### config.mk
export PLATFORM = sky130hd
export DESIGN_NAME = hdq_master
export DESIGN_NICKNAME = d
export VERILOG_FILES = /design/src/rtl/hdq_pkg.sv /design/src/rtl/hdq_line_sync.sv /design/src/rtl/hdq_phase_timer.sv /design/src/rtl/hdq_bit_shifter.sv /design/src/rtl/hdq_master.sv
export SDC_FILE = /design/constraint.sdc
export NUM_CORES = 1
export LEC_CHECK = 0
export BUFFER_PORTS_ARGS = -buffer_cell sky130_fd_sc_hd__buf_2
export CORE_MARGIN = 8
export CORE_UTILIZATION = 30
export CTS_CLUSTER_DIAMETER = 200
export DETAILED_ROUTE_END_ITERATION = 16
export PLACE_DENSITY = 0.55
export SYNTH_ARGS = -nofsm -noshare
export SYNTH_HDL_FRONTEND = slang
export SYNTH_HIERARCHICAL = 1
export SYNTH_SLANG_ARGS = --single-unit
### constraint.sdc
create_clock -name clk -period 4.29 [get_ports clk]
set_clock_uncertainty 0.1 [all_clocks]
set_input_delay 0.858 -clock clk [delete_from_list [all_inputs] [get_ports clk]]
set_output_delay 0.858 -clock clk [all_outputs]
set_load 0.005 [all_outputs]
### src/rtl/hdq_pkg.sv
package hdq_pkg;

    localparam int BYTE_W = 8;
    localparam int ADDR_W = 7;

    // bus durations in microseconds
    localparam int US_BREAK    = 250;
    localparam int US_RECOVER  = 60;
    localparam int US_ONE_LOW  = 50;
    localparam int US_ZERO_LOW = 120;
    localparam int US_CELL     = 210;
    localparam int US_GAP      = 300;
    localparam int US_LISTEN   = 2500;

    typedef enum logic [2:0] {
        ST_IDLE,
        ST_BREAK,
        ST_RECOVER,
        ST_BIT_LOW,
        ST_BIT_HIGH,
        ST_GAP,
        ST_LISTEN
    } seq_state_t;

    typedef enum logic [1:0] {
        ERR_NONE        = 2'd0,
        ERR_NO_RESPONSE = 2'd1
    } err_t;

    typedef struct packed {
        logic              write;
        logic [ADDR_W-1:0] addr;
    } cmd_t;

    function automatic int to_ticks(input int us, input int tick_us);
        int t;
        t = us / tick_us;
        return (t < 1) ? 1 : t;
    endfunction

    function automatic int max2(input int a, input int b);
        return (a > b) ? a : b;
    endfunction

endpackage

### src/rtl/hdq_line_sync.sv
module hdq_line_sync #(
    parameter int STAGES = 2
) (
    input  logic clk,
    input  logic rst,
    input  logic din,
    output logic dout
);
    logic [STAGES-1:0] chain;

    generate
        if (STAGES > 1) begin : g_multi
            always_ff @(posedge clk) begin
                if (rst) chain <= '1;
                else     chain <= {chain[STAGES-2:0], din};
            end
        end else begin : g_single
            always_ff @(posedge clk) begin
                if (rst) chain <= '1;
                else     chain <= din;
            end
        end
    endgenerate

    assign dout = chain[STAGES-1];
endmodule

### src/rtl/hdq_phase_timer.sv
module hdq_phase_timer #(
    parameter int W = 8
) (
    input  logic         clk,
    input  logic         rst,
    input  logic         tick,
    input  logic         load,
    input  logic [W-1:0] load_val,
    output logic         expire
);
    logic [W-1:0] cnt;

    always_ff @(posedge clk) begin
        if (rst)                   cnt <= '0;
        else if (load)             cnt <= load_val;
        else if (tick && cnt != 0) cnt <= cnt - 1'b1;
    end

    assign expire = tick && (cnt == W'(1));

    // a phase never gets a zero length
    a_r5_load_nonzero: assert property (@(posedge clk) disable iff (rst)
        load |-> (load_val != '0));
endmodule

### src/rtl/hdq_bit_shifter.sv
module hdq_bit_shifter #(
    parameter int W  = 8,
    parameter int CW = $clog2(W + 1)
) (
    input  logic         clk,
    input  logic         rst,
    input  logic         load_take,
    input  logic         take,
    input  logic [W-1:0] din,
    output logic         bit_out,
    output logic         more
);
    logic [W-1:0]  sh;
    logic [CW-1:0] left;

    // loading and consuming bit 0 happen in the same cycle
    assign bit_out = load_take ? din[0] : sh[0];
    assign more    = (left != '0);

    always_ff @(posedge clk) begin
        if (rst) begin
            sh   <= '0;
            left <= '0;
        end else if (load_take) begin
            sh   <= din >> 1;
            left <= CW'(W - 1);
        end else if (take) begin
            sh   <= sh >> 1;
            left <= left - 1'b1;
        end
    end

    // never consume more bits than were loaded
    a_r4_take_only_when_more: assert property (@(posedge clk) disable iff (rst)
        take |-> more);
endmodule

### src/rtl/hdq_master.sv
module hdq_master #(
    parameter int TICK_US     = 10,
    parameter int CNT_W       = 4,
    parameter int SYNC_STAGES = 2
) (
    input  logic                     clk,
    input  logic                     rst,
    input  logic                     tick,
    input  logic [CNT_W-1:0]         req_ctr,
    input  logic [hdq_pkg::ADDR_W-1:0] req_addr,
    input  logic                     req_write,
    input  logic [hdq_pkg::BYTE_W-1:0] req_wdata,
    input  logic                     line_in,
    output logic                     line_oe,
    output logic                     busy,
    output logic                     done,
    output logic [CNT_W-1:0]         done_ctr,
    output logic [1:0]               err_code,
    output logic                     rx_start
);
    import hdq_pkg::*;

    localparam int T_BREAK  = to_ticks(US_BREAK, TICK_US);
    localparam int T_REC    = to_ticks(US_RECOVER, TICK_US);
    localparam int T_ONE    = to_ticks(US_ONE_LOW, TICK_US);
    localparam int T_ZERO   = to_ticks(US_ZERO_LOW, TICK_US);
    localparam int T_CELL   = to_ticks(US_CELL, TICK_US);
    localparam int T_GAP    = to_ticks(US_GAP, TICK_US);
    localparam int T_LISTEN = to_ticks(US_LISTEN, TICK_US);
    localparam int T_MAX    = max2(max2(max2(T_BREAK, T_REC), max2(T_CELL, T_GAP)), T_LISTEN);
    localparam int TW       = $clog2(T_MAX + 1);

    localparam logic [TW-1:0] L_BREAK  = TW'(T_BREAK);
    localparam logic [TW-1:0] L_REC    = TW'(T_REC);
    localparam logic [TW-1:0] L_ONE    = TW'(T_ONE);
    localparam logic [TW-1:0] L_ZERO   = TW'(T_ZERO);
    localparam logic [TW-1:0] L_CELL   = TW'(T_CELL);
    localparam logic [TW-1:0] L_GAP    = TW'(T_GAP);
    localparam logic [TW-1:0] L_LISTEN = TW'(T_LISTEN);

    seq_state_t st, st_nxt;
    cmd_t               cmd_q;
    logic [BYTE_W-1:0]  wdata_q;
    logic               data_q, data_nxt;
    logic [TW-1:0]      hi_q;
    logic               oe_nxt;
    err_t               err_q, fin_code;
    logic               fin, rx_go, accept;

    logic               t_load, t_exp;
    logic [TW-1:0]      t_val;
    logic               sh_lt, sh_take, sh_bit, sh_more;
    logic [BYTE_W-1:0]  sh_din;
    logic               line_s;

    hdq_line_sync #(.STAGES(SYNC_STAGES)) u_sync (
        .clk (clk),
        .rst (rst),
        .din (line_in),
        .dout(line_s)
    );

    hdq_phase_timer #(.W(TW)) u_timer (
        .clk     (clk),
        .rst     (rst),
        .tick    (tick),
        .load    (t_load),
        .load_val(t_val),
        .expire  (t_exp)
    );

    hdq_bit_shifter #(.W(BYTE_W)) u_shift (
        .clk      (clk),
        .rst      (rst),
        .load_take(sh_lt),
        .take     (sh_take),
        .din      (sh_din),
        .bit_out  (sh_bit),
        .more     (sh_more)
    );

    always_comb begin
        st_nxt   = st;
        oe_nxt   = line_oe;
        data_nxt = data_q;
        t_load   = 1'b0;
        t_val    = '0;
        sh_lt    = 1'b0;
        sh_take  = 1'b0;
        sh_din   = cmd_q;
        fin      = 1'b0;
        fin_code = ERR_NONE;
        rx_go    = 1'b0;
        accept   = 1'b0;
        unique case (st)
            ST_IDLE: begin
                if (tick && (req_ctr != done_ctr)) begin
                    accept = 1'b1;
                    st_nxt = ST_BREAK;
                    oe_nxt = 1'b1;
                    t_load = 1'b1;
                    t_val  = L_BREAK;
                end
            end
            ST_BREAK: begin
                if (t_exp) begin
                    st_nxt = ST_RECOVER;
                    oe_nxt = 1'b0;
                    t_load = 1'b1;
                    t_val  = L_REC;
                end
            end
            ST_RECOVER: begin
                if (t_exp) begin
                    sh_lt  = 1'b1;
                    sh_din = cmd_q;
                    st_nxt = ST_BIT_LOW;
                    oe_nxt = 1'b1;
                    t_load = 1'b1;
                    t_val  = sh_bit ? L_ONE : L_ZERO;
                end
            end
            ST_BIT_LOW: begin
                if (t_exp) begin
                    st_nxt = ST_BIT_HIGH;
                    oe_nxt = 1'b0;
                    t_load = 1'b1;
                    t_val  = hi_q;
                end
            end
            ST_BIT_HIGH: begin
                if (t_exp) begin
                    t_load = 1'b1;
                    if (sh_more) begin
                        sh_take = 1'b1;
                        st_nxt  = ST_BIT_LOW;
                        oe_nxt  = 1'b1;
                        t_val   = sh_bit ? L_ONE : L_ZERO;
                    end else if (cmd_q.write) begin
                        st_nxt = ST_GAP;
                        t_val  = L_GAP;
                    end else begin
                        st_nxt = ST_LISTEN;
                        t_val  = L_LISTEN;
                    end
                end
            end
            ST_GAP: begin
                if (t_exp) begin
                    if (!data_q) begin
                        data_nxt = 1'b1;
                        sh_lt    = 1'b1;
                        sh_din   = wdata_q;
                        st_nxt   = ST_BIT_LOW;
                        oe_nxt   = 1'b1;
                        t_load   = 1'b1;
                        t_val    = sh_bit ? L_ONE : L_ZERO;
                    end else begin
                        fin = 1'b1;
                    end
                end
            end
            ST_LISTEN: begin
                if (tick) begin
                    if (!line_s) begin
                        rx_go = 1'b1;
                        fin   = 1'b1;
                    end else if (t_exp) begin
                        fin      = 1'b1;
                        fin_code = ERR_NO_RESPONSE;
                    end
                end
            end
            default: st_nxt = ST_IDLE;
        endcase
        if (fin) begin
            st_nxt = ST_IDLE;
            oe_nxt = 1'b0;
        end
    end

    always_ff @(posedge clk) begin
        if (rst) begin
            st       <= ST_IDLE;
            line_oe  <= 1'b0;
            done     <= 1'b0;
            rx_start <= 1'b0;
            done_ctr <= '0;
            err_q    <= ERR_NONE;
            cmd_q    <= '0;
            wdata_q  <= '0;
            data_q   <= 1'b0;
            hi_q     <= '0;
        end else begin
            st       <= st_nxt;
            line_oe  <= oe_nxt;
            done     <= fin;
            rx_start <= rx_go;
            data_q   <= data_nxt;
            if (st_nxt == ST_BIT_LOW && st != ST_BIT_LOW)
                hi_q <= L_CELL - t_val;
            if (accept) begin
                cmd_q   <= '{write: req_write, addr: req_addr};
                wdata_q <= req_wdata;
                data_q  <= 1'b0;
            end
            if (fin) begin
                done_ctr <= req_ctr;
                err_q    <= fin_code;
            end
        end
    end

    assign busy     = (st != ST_IDLE);
    assign err_code = err_q;

    // the pull-low enable moves only on tick boundaries
    a_r11_oe_on_tick: assert property (@(posedge clk) disable iff (rst)
        !$past(tick) |-> $stable(line_oe));

    // idle never pulls the line
    a_r11_idle_released: assert property (@(posedge clk) disable iff (rst)
        !busy |-> !line_oe);

    // a pending request is taken on the next idle tick, starting the break
    a_r2_accept: assert property (@(posedge clk) disable iff (rst)
        (tick && !busy && (req_ctr != done_ctr)) |=> (busy && line_oe));

    // completion copies the request count
    a_r9_done_copies: assert property (@(posedge clk) disable iff (rst)
        done |-> (done_ctr == $past(req_ctr)));

    // busy only falls together with the completion pulse
    a_r9_busy_falls_with_done: assert property (@(posedge clk) disable iff (rst)
        $fell(busy) |-> done);

    // handoff always comes with a clean completion
    a_r7_handoff_clean: assert property (@(posedge clk) disable iff (rst)
        rx_start |-> (done && err_code == 2'd0));
endmodule

==> After elaboration in Yosys (flattened, before gate mapping) <==
Index checks and enable logic that the tools add are counted.
{ "totals": {"word_cells": 117, "output_inout_bits": 10, "register_bits": 58} }
{ "classes": {"n_reduce_logical": 19, "add_sub_neg": 3, "n_mux": 60, "bitwise": 2, "n_eq_ne": 17} }
{ "ops": {"columns": ["operator", "count"], "rows": [
  ["8-bit 2-to-1 mux", 9],
  ["8-bit case mux with 6 select lines", 1],
  ["3-bit 2-to-1 mux", 12],
  ["1-bit 2-to-1 mux", 25],
  ["3-bit case mux with 7 select lines", 1],
  ["4-bit 2-to-1 mux", 4],
  ["7-bit 2-to-1 mux", 2],
  ["2-bit inequality test, second input constant", 6],
  ["3-bit by 2-bit == test with 1-bit output, second input constant", 3],
  ["3-bit == test, second input constant", 3],
  ["8-bit by 1-bit == test with 1-bit output, second input constant", 1],
  ["8-bit AND reduction", 1],
  ["8-bit nonzero test", 1],
  ["2-bit OR reduction", 4],
  ["5-bit by 8-bit subtractor with 8-bit output, first input constant", 1],
  ["8-bit by 1-bit subtractor with 8-bit output, second input constant", 1],
  ["5-bit 2-to-1 mux", 1],
  ["1-bit case mux with 5 select lines", 1],
  ["5-bit nonzero test", 1],
  ["1-bit logical AND", 4],
  ["4-bit inequality test", 1],
  ["1-bit case mux with 2 select lines", 2],
  ["2-bit nonzero test", 2],
  ["4-bit nonzero test", 1],
  ["other kinds (12)", 13]
]} }

==> Longest topological paths before layout <==
Gate-level depths: netlist of the first run.
{ "depth": {"depth_word": 10, "depth_mapped": 14, "ltp_nobuf": 13} }

==> Cells and area by module <==
Netlist of the first run, hierarchy kept.
{ "by_module_without_submodules": {"columns": ["mod", "area_each_um2", "instances", "cells_per_inst"], "rows": [
  ["hdq_master", 1949.4, 1, 209],
  ["hdq_phase_timer", 581.8, 1, 71],
  ["hdq_bit_shifter", 554.3, 1, 55],
  ["hdq_line_sync", 52.6, 1, 4]
]} }

==> Worst setup path after synthesis of the first run <==
No wires, ideal clock.
{ "synth_timing": {"kind": "input to register", "from": "in tick", "to": "reg hi_q[3]", "cell_stages": 12, "path_buffers": 4, "arrival_time_ps": 3267, "t_required_ps": 4074, "slack_ps": 807, "path_cell_list": "clkbuf_1 -> nand2_1 -> nor4_1 -> buf_2 -> clkbuf_1 -> nor2b_1 -> buf_4 -> mux2_2 -> nor2b_1 -> a32oi_1 -> a31o_1 -> a41o_1"} }
{ "synth_via": {"elab_chain_len": 9} }
{ "synth_rtl": {"columns": ["item", "line", "rtl"], "rows": [
  ["start, declared", "hdq_master.sv:8", "input logic tick,"],
  ["1-bit logical AND *", "hdq_phase_timer.sv:19", "assign expire = tick && (cnt == W'(1));"],
  ["via t_exp", "hdq_master.sv:50", "logic t_load, t_exp;"],
  ["1-bit 2-to-1 mux, on equally long branches", "hdq_master.sv:149, hdq_master.sv:114", null],
  ["1-bit case mux with 2 select lines *", "hdq_master.sv:95", "unique case (st)"],
  ["via sh_lt", "hdq_master.sv:52", "logic sh_lt, sh_take, sh_bit, sh_more;"],
  ["1-bit 2-to-1 mux *", "hdq_bit_shifter.sv:17", "assign bit_out = load_take ? din[0] : sh[0];"],
  ["via sh_bit", "hdq_master.sv:52", null],
  ["4-bit 2-to-1 mux *", "hdq_master.sv:120, hdq_master.sv:138, hdq_master.sv:157", null],
  ["4-bit 2-to-1 mux or 8-bit 2-to-1 mux (tied branches)", "hdq_master.sv:150, hdq_master.sv:134", null],
  ["4-bit 2-to-1 mux or 8-bit 2-to-1 mux (tied branches)", "hdq_master.sv:149, hdq_master.sv:132", null],
  ["8-bit case mux with 6 select lines *", "hdq_master.sv:95", null],
  ["5-bit by 8-bit subtractor with 8-bit output *", "hdq_master.sv:201", "hi_q <= L_CELL - t_val;"],
  ["end signal, assigned", "hdq_master.sv:201", null],
  ["end, declared", "hdq_master.sv:45", "logic [TW-1:0] hi_q;"]
]} }
The timed path passes the listed nets; every way through them passes the cells marked *.
A chain may end at the register's enable or synchronous reset.

==> Final worst setup path of the first run <==
{ "layout_timing": {"from": "reg u_timer.cnt[2]", "to": "reg u_timer.cnt[3]"} }
{ "layout_via": {"elab_chain_len": 10} }
{ "layout_rtl": {"columns": ["item", "line", "rtl"], "rows": [
  ["start, declared", "hdq_phase_timer.sv:11", "logic [W-1:0] cnt;"],
  ["start signal, assigned", "hdq_phase_timer.sv:15", "else if (load) cnt <= load_val;"],
  ["start signal, assigned", "hdq_phase_timer.sv:16", "else if (tick && cnt != 0) cnt <= cnt - 1'b1;"],
  ["8-bit by 1-bit == test with 1-bit output *", "hdq_phase_timer.sv:19", null],
  ["1-bit logical AND *", "hdq_phase_timer.sv:19", null],
  ["via t_exp", "hdq_master.sv:50", null],
  ["8-bit 2-to-1 mux *", "hdq_master.sv:149", "if (t_exp) begin"],
  ["8-bit 2-to-1 mux *", null, null],
  ["via sh_din[0]", "hdq_master.sv:53", "logic [BYTE_W-1:0] sh_din;"],
  ["1-bit 2-to-1 mux *", "hdq_bit_shifter.sv:17", null],
  ["via sh_bit", "hdq_master.sv:52", null],
  ["4-bit 2-to-1 mux *", "hdq_master.sv:120, hdq_master.sv:138, hdq_master.sv:157", null],
  ["4-bit 2-to-1 mux or 8-bit 2-to-1 mux (tied branches)", "hdq_master.sv:150, hdq_master.sv:134", null],
  ["4-bit 2-to-1 mux or 8-bit 2-to-1 mux (tied branches)", "hdq_master.sv:149, hdq_master.sv:132", null],
  ["8-bit case mux with 6 select lines *", "hdq_master.sv:95", null],
  ["via t_val[3]", "hdq_master.sv:51", "logic [TW-1:0] t_val;"],
  ["8-bit 2-to-1 mux *", "hdq_phase_timer.sv:15", null]
]} }
The timed path passes the listed nets; every way through them passes the cells marked *. The select of a mux whose other input is x is not followed.

==> summary.md, run 1 <==
| Metric | Value |
|---|---|
| Port Buffer Count | 32 |
| Worst-skew pair later-pin latency | 0.34 ns |
| Fmax | 281 MHz |
| Post-Syn Area | 3140 um2 |
| Clk sinks | 57 |
| Critical Path Stages | 11 |
| Postcts setup bufs | 0 |
| Hold Crit Class | reg2reg |
| Async set or reset register ratio after synthesis | 0 |
| Routed Antenna Nets | 0 |
| Fraction of layout cells with a size suffix above 1 | 0.214 |
| CTS tree | built |
| TritonCTS Buffers | 9 |
| CP required | 4.41 ns |
| R2R depth | 11 |
| Hold_sp | u_sync/chain[0]$_SDFF_PP1_ |
| CP most frequent cell | mux2_2 |
| Vias per Instance | 5.05 |
| Nets | 394 |
| Comb pwr share | 0.197 |
| Internal reg-to-reg setup slack | 0.73 ns |
| Top delay family on crit path | simple AND/OR/NAND/NOR gates |
| Routed via count | 2549 |
| Worst slew margin | 0.443 |
| Clock buffer depth | 2 |
| Sum of negative setup slack | 0 ns |
| Vias in the first global route | 2479 |
| DRC viols | 0 |
| Die Span Y | 118 um |
| Syn_nets | 369 |
| ANT cells | 0 |
| Core area | 10200 um2 |
| Count of different cell masters after synthesis | 71 |
| Flop pwr share | 0.415 |
| Post-synth top flop | dfxtp_1 |
| First-pass GRT wire length | 12.1 mm |
| Clock Pin Slew Worst Setup and Hold Paths | 0.06 ns |
| Total grt overflow | 0 |
| Detailed placement HPWL | 4.85 mm |
| Max-slew violations | 0 |
| Post-synth EDFFs | 0 |
| Startpoint Class | flop |
| Reg2Reg Capture Point | u_timer/cnt[3]$_SDFFE_PP0P_ |
| Root Buffer | clkbuf_8 |
| Tmin final | 3.56 ns |
| CP max FO | 9 |
| Worst-Margin Slew | 0.834 ns |
| Pre-CTS setup slack | 0.703 ns |
| Post-Syn Area per Cell | 9.26 um2 |
| #FFs+latches synth | 57 |
| Leakage | 0.00154 uW |
| Crit path kind | reg2reg |
| P_int | 1050 uW |
| Die X | 118 um |
| Starting density of the core | 0.307 |
| GRT Total Usage | 0.104 |
| Row cnt | 37 |
| Worst setup path startpoint | u_timer/cnt[2]$_SDFFE_PP0P_ |
| Finish-stage setup viols | 0 |
| Endpoints failing hold | 0 |
| CP Cell Sequence | or4_1 > nor4_2 > and2_1 > nand2_1 > mux2_2 > mux2_2 > nor2b_1 > a32oi_1 > nand3_1 > nor2_1 > a2111oi_0 |
| Die ar. | 14000 um2 |
| Max H-tree Level | 3 |
| Synthesis Warnings | 6 |
| Max Cap Violations | 0 |
| Hold path cells | 1 |
| Tcrit/Tclk final | 0.829 |
| RR Startpoint | u_timer/cnt[2]$_SDFFE_PP0P_ |
| Crit path DAT | 3.68 ns |
| Peak VDD IR | 0.000180 V |
| Setup ws final | 0.734 ns |
| WHS Endpoint | u_sync/chain[1]$_SDFF_PP1_ |
| Cts hold-fix bufs | 0 |
| Switching share of power | 0.295 |
| Initial antenna violation count | 0 |
| Drt first pass iters | 5 |
| IO Count | 34 |
| Outcome | completed |
| RSZ-0062 raised after global routing | no |
| WL per Instance | 13.9 um |
| Clock share of power | 0.387 |
| Largest net degree at the start of global routing | 38 |
| Max incr delay on CP | 0.70 ns |
| Psw | 441 uW |
| CP endpoint kind | flop |
| CP Buf/Inv Count | 0 |
| Area growth from synthesis to layout | 15.1% |
| WL final | 7.04 mm |
| Post-synthesis sequential area ratio | 0.364 |
| Routability cong. | 0.830 |
| Post-Syn Instances | 339 |
| Pwr per Cell Area | 414 nW/um2 |
| Post-CTS resize count | 0 |
| Drt first-iter violations | 120 |
| Crit-path slowest cell | or4_1 |
registers in the layout, summed over array words and instances, names as in the netlist:
name          flops
done              1
u_shift/left      4
cmd_q             8
u_shift/sh        7
u_sync/chain      2
hi_q              8
err_code          1
line_oe           1
done_ctr          4
wdata_q           8
rx_start          1
st                3
data_q            1
u_timer/cnt       8
cell usage after synthesis (all sizes together) (3+ instances only):
master / instances / area [um2]
nor4b: 4 / 62.6
a21oi: 9 / 45.0
a2111oi: 4 / 35.0
nand3: 6 / 30.0
nor2: 34 / 128
mux2: 11 / 124
buf: 11 / 85.1
or3b: 3 / 26.3
o211ai: 7 / 52.6
a311oi: 5 / 43.8
dfxtp: 57 / 1140
clkbuf: 12 / 45.0
nand2b: 3 / 18.8
nor3: 10 / 50.1
mux2i: 27 / 270
nand2: 19 / 78.8
o21ai: 7 / 35.0
ha: 6 / 75.1
inv: 13 / 48.8
and4: 3 / 26.3
a32oi: 3 / 26.3
nand3b: 3 / 22.5
a21o: 3 / 22.5
xor2: 4 / 35.0
nor3b: 7 / 57.6
nor2b: 12 / 75.1
a211oi: 9 / 67.6
routing by layer:
metal,wire (um),global-route usage,vias to the layer above
met5,0,0,-
met4,112,0.0432,0
met3,383,0.0419,12
met2,3050,0.155,49
met1,3490,0.130,1193
li1,-,-,1295
stage by stage:
stage          area (um2)  instances  hold WS, ns  utilization  total power [uW]
6_report             3610        505        0.303        0.353              1490
5_1_grt              3610        505        0.323        0.353              1580
4_1_cts              3610        505        0.302        0.353              1510
3_5_place_dp         3380        489        0.289        0.331               924
3_3_place_gp         3380        489        0.288        0.331               923
2_1_floorplan        3140        339        0.283            -               860
power by group through the flow:
stage,combinational [uW],clock (uW),sequential (uW)
after floorplan,253,0,607
after global placement,292,0,632
after detailed placement,292,0,632
after CTS,295,594,620
after global routing,331,618,627
final,294,579,620
logic make-up after synthesis:
family,synth area share
and+or+nand+nor,0.236
AOI/OAI and AO/OA,0.177
DFF,0.364
muxes,0.126
buffers and inverters,0.0582
adders and majority gates,0.0239
xor gates and xnor gates,0.0140
other,0.00120
placed cells by master (no fill, tap or decap), types with 3 or more instances in the layout:
master / n
nand2b_1: 3
mux2_2: 11
buf_2: 32
a311oi_1: 5
a211oi_1: 9
nor2_1: 34
nand3_1: 6
and4_1: 3
inv_1: 12
o21ai_0: 5
mux2i_1: 27
dfxtp_1: 57
nand3b_1: 3
a32oi_1: 3
nand2_1: 18
buf_4: 5
o211ai_1: 7
nor3_1: 10
a21o_1: 3
nor2b_1: 12
a21oi_1: 9
a2111oi_0: 4
ha_1: 6
nor3b_1: 6
xor2_1: 4
clkbuf_8: 11
layout make-up:
type / count / area (um2)
flip-flops and latches: 57 / 1140
well taps: 136 / 170
repair buffers: 37 / 198
clock inverters: 5 / 77.6
fillers: 1076 / 6620
multi-input cells: 245 / 1820
clock buffers: 11 / 151
inverters: 14 / 52.6
worst max-delay path by stage:
stage / end / slack (ns)
5_1_grt: u_timer/cnt[3]$_SDFFE_PP0P_ / 0.42
2_1_floorplan: hi_q[3]$_SDFFE_PP0P_ / 0.81
4_1_cts: u_timer/cnt[3]$_SDFFE_PP0P_ / 0.68
3_5_place_dp: u_timer/cnt[3]$_SDFFE_PP0P_ / 0.70
3_3_place_gp: u_timer/cnt[3]$_SDFFE_PP0P_ / 0.82
6_report: u_timer/cnt[3]$_SDFFE_PP0P_ / 0.73
Power figures use the tool's default switching activity.
==> run 2: changes to the inputs <==
--- a/config.mk
+++ b/config.mk
@@ -10,7 +10,7 @@
 export CORE_UTILIZATION = 30
 export CTS_CLUSTER_DIAMETER = 200
 export DETAILED_ROUTE_END_ITERATION = 16
-export PLACE_DENSITY = 0.55
+export PLACE_DENSITY = 0.57
 export SYNTH_ARGS = -nofsm -noshare
 export SYNTH_HDL_FRONTEND = slang
 export SYNTH_HIERARCHICAL = 1
==> constraint.sdc (replaced) <==
create_clock -name clk -period 3 [get_ports clk]
set_clock_uncertainty 0.1 [all_clocks]
set_input_delay 0.6 -clock clk [delete_from_list [all_inputs] [get_ports clk]]
set_output_delay 0.6 -clock clk [all_outputs]
set_load 0.005 [all_outputs]
==> run 2 against run 1 <==
Against the previous run:
- setup slack got worse by 0.57 ns
- register-to-register slack worse by 0.57 ns
- core utilization is 0.95 points higher
- sequential share of layout area decreased by 0.83 points
- global-route usage is 0.50 points higher
- die area unchanged
- via count is 2.1% higher
- non-clock buffer count rose by 11
- final area grew 2.7%
- power is 41% higher
- routed wire length grew 4.2%
- sequential power up 38%
- largest cell class unchanged
==> summary.md, run 2 (same netlist as run 1, synthesis figures left out) <==
| Metric | Value |
|---|---|
| Final Power | 2110 uW |
| Largest net degree at the start of global routing | 35 |
| Routed via count | 2602 |
| Fmax | 353 MHz |
| Max-slew violations | 0 |
| Port Buffer Count | 32 |
| CP Cell Sequence | or4_4 > nor4_4 > and2_4 > nand2_4 > mux2_2 > mux2_4 > nor2b_1 > a32oi_1 > a31o_1 > a41o_1 |
| Detailed placement HPWL | 5.23 mm |
| Drt first pass iters | 4 |
| Worst slew margin | 0.567 |
| First-pass GRT wire length | 12.7 mm |
| Crit path DAT | 2.97 ns |
| Nets | 405 |
| Hold Crit Class | reg2reg |
| Cell Count, Final, Fillers Out | 516 |
| Crit path kind | reg2reg |
| Total grt overflow | 0 |
| WL final | 7.33 mm |
| Vias in the first global route | 2571 |
| Endpoints failing hold | 0 |
| Drt first-iter violations | 223 |
| Fraction of layout cells with a size suffix above 1 | 0.250 |
| Starting density of the core | 0.307 |
| Routed Antenna Nets | 0 |
| CP max FO | 4 |
| DRC viols | 0 |
| Outcome | completed |
| Startpoint Class | flop |
| Leading cell type in the layout, fill and taps excluded | dfxtp_1 |
| Die Span Y | 118 um |
| Max Cap Violations | 0 |
| Die ar. | 14000 um2 |
| Clock Pin Slew Worst Setup and Hold Paths | 0.07 ns |
| Core area | 10200 um2 |
| Core Util, Final | 0.362 |
| Area growth from synthesis to layout | 18.2% |
| IO Count | 34 |
| Most frequent cells in the layout | dfxtp_1 (57), nor2_1 (34), buf_2 (32) |
| Max incr delay on CP | 0.56 ns |
| Pwr per Cell Area | 568 nW/um2 |
| Root Buffer | clkbuf_8 |
| Sum of negative setup slack | 0 ns |
| RSZ-0062 raised after global routing | no |
| Row cnt | 37 |
| CP endpoint kind | flop |
| WL per Instance | 14.2 um |
| Worst-skew pair later-pin latency | 0.34 ns |
| CP required | 3.13 ns |
| Leakage | 0.00158 uW |
| Finish-stage setup viols | 0 |
| TritonCTS Buffers | 9 |
| ANT cells | 0 |
| GRT Total Usage | 0.109 |
| Initial antenna violation count | 0 |
| Max H-tree Level | 3 |
| Die X | 118 um |
| Clk sinks | 57 |
| Placed cell count | 500 |
| Routability cong. | 0.863 |
| Peak VDD IR | 0.000222 V |
| Vias per Instance | 5.04 |
| Clock buffer depth | 2 |
| CTS tree | built |
| Crit-path slowest cell | or4_4 |
| Worst-Margin Slew | 0.648 ns |
| Tmin final | 2.83 ns |
| Tcrit/Tclk final | 0.944 |
## run 2: cell types whose count changed in the layout (fill, tap and decap cells not counted), sizes merged
cell / change
buf: +11
clkinvlp: +4
clkinv: -3
bufinv: -1
clkbuf: -1
inv: +1
## run 2: worst paths after layout
kind	startpoint	to	slack, ns	cells after the start
max	u_timer/cnt[5]$_SDFFE_PP0P_	hi_q[3]$_SDFFE_PP0P_	0.17	10
min	u_sync/chain[0]$_SDFF_PP1_	u_sync/chain[1]$_SDFF_PP1_	0.31	1
max reg2reg	u_timer/cnt[5]$_SDFFE_PP0P_	hi_q[3]$_SDFFE_PP0P_	0.17	10
min reg2reg	u_sync/chain[0]$_SDFF_PP1_	u_sync/chain[1]$_SDFF_PP1_	0.31	1
## run 2: layout make-up
| type | instances | area, um2 |
|---|---|---|
| Fill cell | 1049 | 6520 |
| Multi-Input combinational cell | 245 | 1860 |
| Sequential cell | 57 | 1140 |
| Tap cell | 136 | 170 |
| Timing Repair Buffer | 48 | 284 |
| Clock buffer | 10 | 138 |
| Inverter | 14 | 52.6 |
| Clock inverter | 6 | 67.6 |
## run 2: report_power, final
group	internal, uW	leakage [uW]	switching (uW)
logic	224	0.00103	295
clock network	405	0.0000868	327
registers	813	0.000464	43.5
total	1440	0.00158	665
## run 2: worst max-delay path: cells and delay by family, from the launching register on
kind | cells | cell delay, ns
AOI/OAI and AO/OA | 3 | 0.58
muxes | 2 | 0.54
and+or+nand+nor | 5 | 1.16
DFF | 1 | 0.35
## run 2: per-layer routing
| layer | up-vias | GRT usage | wire length [um] |
|---|---|---|---|
| li1 | 1313 | - | - |
| met1 | 1221 | 0.138 | 3540 |
| met2 | 56 | 0.167 | 3320 |
| met3 | 12 | 0.0381 | 332 |
| met4 | 0 | 0.0400 | 138 |
| met5 | - | 0 | 0 |
## run 2: stage by stage
stage / setup slack, ns / instance area, um2 / hold slack [ns]
2_1_floorplan: 0.00498 / 3200 / 0.283
3_3_place_gp: 0.155 / 3490 / 0.286
3_5_place_dp: 0.0395 / 3490 / 0.289
4_1_cts: 0.0133 / 3700 / 0.308
5_1_grt: 0.000879 / 3710 / 0.329
6_report: 0.167 / 3710 / 0.306
## run 2: repair_timing
action	CTS	global route
hold buffers	0	0
endpoints found under the setup margin	0	4
gates resized for setup	0	5
buffers inserted	0	0
==> run 3: changes to the inputs <==
--- a/config.mk
+++ b/config.mk
@@ -6,11 +6,13 @@
 export NUM_CORES = 1
 export LEC_CHECK = 0
 export BUFFER_PORTS_ARGS = -buffer_cell sky130_fd_sc_hd__buf_2
+export CELL_PAD_IN_SITES_DETAIL_PLACEMENT = 2
+export CELL_PAD_IN_SITES_GLOBAL_PLACEMENT = 2
 export CORE_MARGIN = 8
 export CORE_UTILIZATION = 30
 export CTS_CLUSTER_DIAMETER = 200
 export DETAILED_ROUTE_END_ITERATION = 16
-export PLACE_DENSITY = 0.57
+export PLACE_DENSITY = 0.79
 export SYNTH_ARGS = -nofsm -noshare
 export SYNTH_HDL_FRONTEND = slang
 export SYNTH_HIERARCHICAL = 1
==> run 3 against run 2 <==
Against the previous run:
- die area is the same
- sequential cell count is the same
- critical endpoint unchanged
- clock power grew 15%
- sequential share of layout area shrank 0.42 points
- fmax shrank 1.2%
- critical path type unchanged
- via count grew 6.1%
- largest power group unchanged
==> summary.md, run 3 (same netlist as run 1, synthesis figures left out) <==
| Metric | Value |
|---|---|
| Outcome | completed |
| CP required | 3.14 ns |
| Leading cell type in the layout, fill and taps excluded | dfxtp_1 |
| Most frequent cells in the layout | dfxtp_1 (57), nor2_1 (34), buf_2 (32) |
| Sum of negative setup slack | 0 ns |
| Max H-tree Level | 3 |
| Hold Crit Class | reg2reg |
| Crit path DAT | 3.00 ns |
| Fmax | 349 MHz |
| Tcrit/Tclk final | 0.956 |
| Routed Antenna Nets | 0 |
| CP Cell Sequence | or4_4 > nor4_4 > and2_4 > nand2_4 > mux2_2 > mux2_4 > nor2b_2 > a32oi_1 > a31o_1 > a41o_1 |
| Top layer reached by signal wires | met4 |
| WL per Instance | 19.8 um |
| Reg2Reg Capture Point | hi_q[3]$_SDFFE_PP0P_ |
| Crit path to | hi_q[3]$_SDFFE_PP0P_ |
| Top delay family on crit path | simple AND/OR/NAND/NOR gates |
| Initial antenna violation count | 0 |
| Max incr delay on CP | 0.56 ns |
| Core area | 10200 um2 |
| Port Buffer Count | 32 |
| CP max FO | 4 |
| Core Util, Final | 0.367 |
| Worst slew margin | 0.514 |
| GRT Total Usage | 0.148 |
| Nets | 408 |
| R2R depth | 10 |
| First-pass GRT wire length | 16.6 mm |
| Die ar. | 14000 um2 |
| Clk sinks | 57 |
| Pwr per Cell Area | 603 nW/um2 |
| Internal reg-to-reg setup slack | 0.13 ns |
| Drt first pass iters | 6 |
| Row cnt | 37 |
| Largest net degree at the start of global routing | 32 |
| Routed via count | 2760 |
| CP endpoint kind | flop |
| WL final | 10.3 mm |
| Die X | 118 um |
| Die Span Y | 118 um |
| Routability cong. | 0.812 |
| Min Hold Slack | 0.320 ns |
| CP Buf/Inv Count | 0 |
| Crit path kind | reg2reg |
| Crit-path slowest cell | or4_4 |
| Critical Path Stages | 10 |
| Worst-Margin Slew | 0.722 ns |
| ANT cells | 0 |
| RSZ-0062 raised after global routing | no |
| Finish-stage setup viols | 0 |
| Max-slew violations | 0 |
| Fraction of layout cells with a size suffix above 1 | 0.258 |
| Starting density of the core | 0.307 |
| Wl on met1 | 4.40 mm |
| Detailed placement HPWL | 7.39 mm |
| Tmin final | 2.87 ns |
| Root Buffer | clkbuf_8 |
| Hold path cells | 1 |
| Leakage | 0.00162 uW |
| IO Count | 34 |
| Clock buffer depth | 2 |
| Endpoints failing hold | 0 |
| Vias in the first global route | 3083 |
| Max Cap Violations | 0 |
| DRC viols | 0 |
| Drt first-iter violations | 94 |
| Startpoint Class | flop |
| Area growth from synthesis to layout | 19.8% |
| Setup ws final | 0.133 ns |
| Worst-skew pair later-pin latency | 0.35 ns |
| Worst setup path startpoint | u_timer/cnt[5]$_SDFFE_PP0P_ |
| Vias per Instance | 5.32 |
| Total grt overflow | 0 |
| Metal2 WL | 5.31 mm |
| Pre-CTS setup slack | 0.0280 ns |
| TritonCTS Buffers | 9 |
| Met3 WL post-DR | 259 um |
| RR Startpoint | u_timer/cnt[5]$_SDFFE_PP0P_ |
| Peak VDD IR | 0.000265 V |
| CTS tree | built |
| Clock Pin Slew Worst Setup and Hold Paths | 0.08 ns |
-- run 3: worst reg2reg max path: stages (launching register included) --
cell and delay, ns:
dfxtp_1 0.35, or4_4 0.56, nor4_4 0.21, and2_4 0.22
nand2_4 0.05, mux2_2 0.28, mux2_4 0.28, nor2b_2 0.11
a32oi_1 0.10, a31o_1 0.26, a41o_1 0.24
-- run 3: power breakdown --
| part | leakage, uW | switching, uW | internal [uW] | total, uW |
|---|---|---|---|---|
| sequential | 0.000464 | 49.9 | 813 | 863 |
| combinational | 0.00105 | 330 | 231 | 561 |
| clock | 0.000110 | 370 | 475 | 844 |
-- run 3: worst min path at each step --
stage / startpoint / to / slack, ns
after floorplan: u_sync/chain[0]$_SDFF_PP1_ / u_sync/chain[1]$_SDFF_PP1_ / 0.28
after global placement: u_sync/chain[0]$_SDFF_PP1_ / u_sync/chain[1]$_SDFF_PP1_ / 0.29
after detailed placement: u_sync/chain[0]$_SDFF_PP1_ / u_sync/chain[1]$_SDFF_PP1_ / 0.30
after CTS: u_sync/chain[0]$_SDFF_PP1_ / u_sync/chain[1]$_SDFF_PP1_ / 0.32
after global routing: u_sync/chain[0]$_SDFF_PP1_ / u_sync/chain[1]$_SDFF_PP1_ / 0.33
final: u_sync/chain[0]$_SDFF_PP1_ / u_sync/chain[1]$_SDFF_PP1_ / 0.32
-- run 3: cell type report --
| type | instances | area, um2 |
|---|---|---|
| Clock buffer | 9 | 124 |
| Clock inverter | 7 | 103 |
| Fill cell | 1141 | 6470 |
| Inverter | 14 | 52.6 |
| Multi-Input combinational cell | 245 | 1860 |
| Sequential cell | 57 | 1140 |
| Tap cell | 136 | 170 |
| Timing Repair Buffer | 51 | 307 |
-- run 3: metal layers --
layer  up-vias  global-route usage
met1      1374               0.165
met5         -                   0
met2        46               0.265
met4         0              0.0721
met3        20              0.0286
li1       1320                   -
-- run 3: timing repair --
action                     CTS  global route
setup buffers                0             0
pin swaps                    0             1
gates resized for setup      2             4
setup endpoints to repair    2             2
hold buffers                 0             0
-- run 3: per-stage QoR --
stage	total power (uW)	std cells	cell area [um2]
finish	2270	519	3760
CTS	2270	519	3750
floorplan	1250	339	3200
global route	2370	519	3760
global placement	1390	503	3510
detailed placement	1420	503	3510
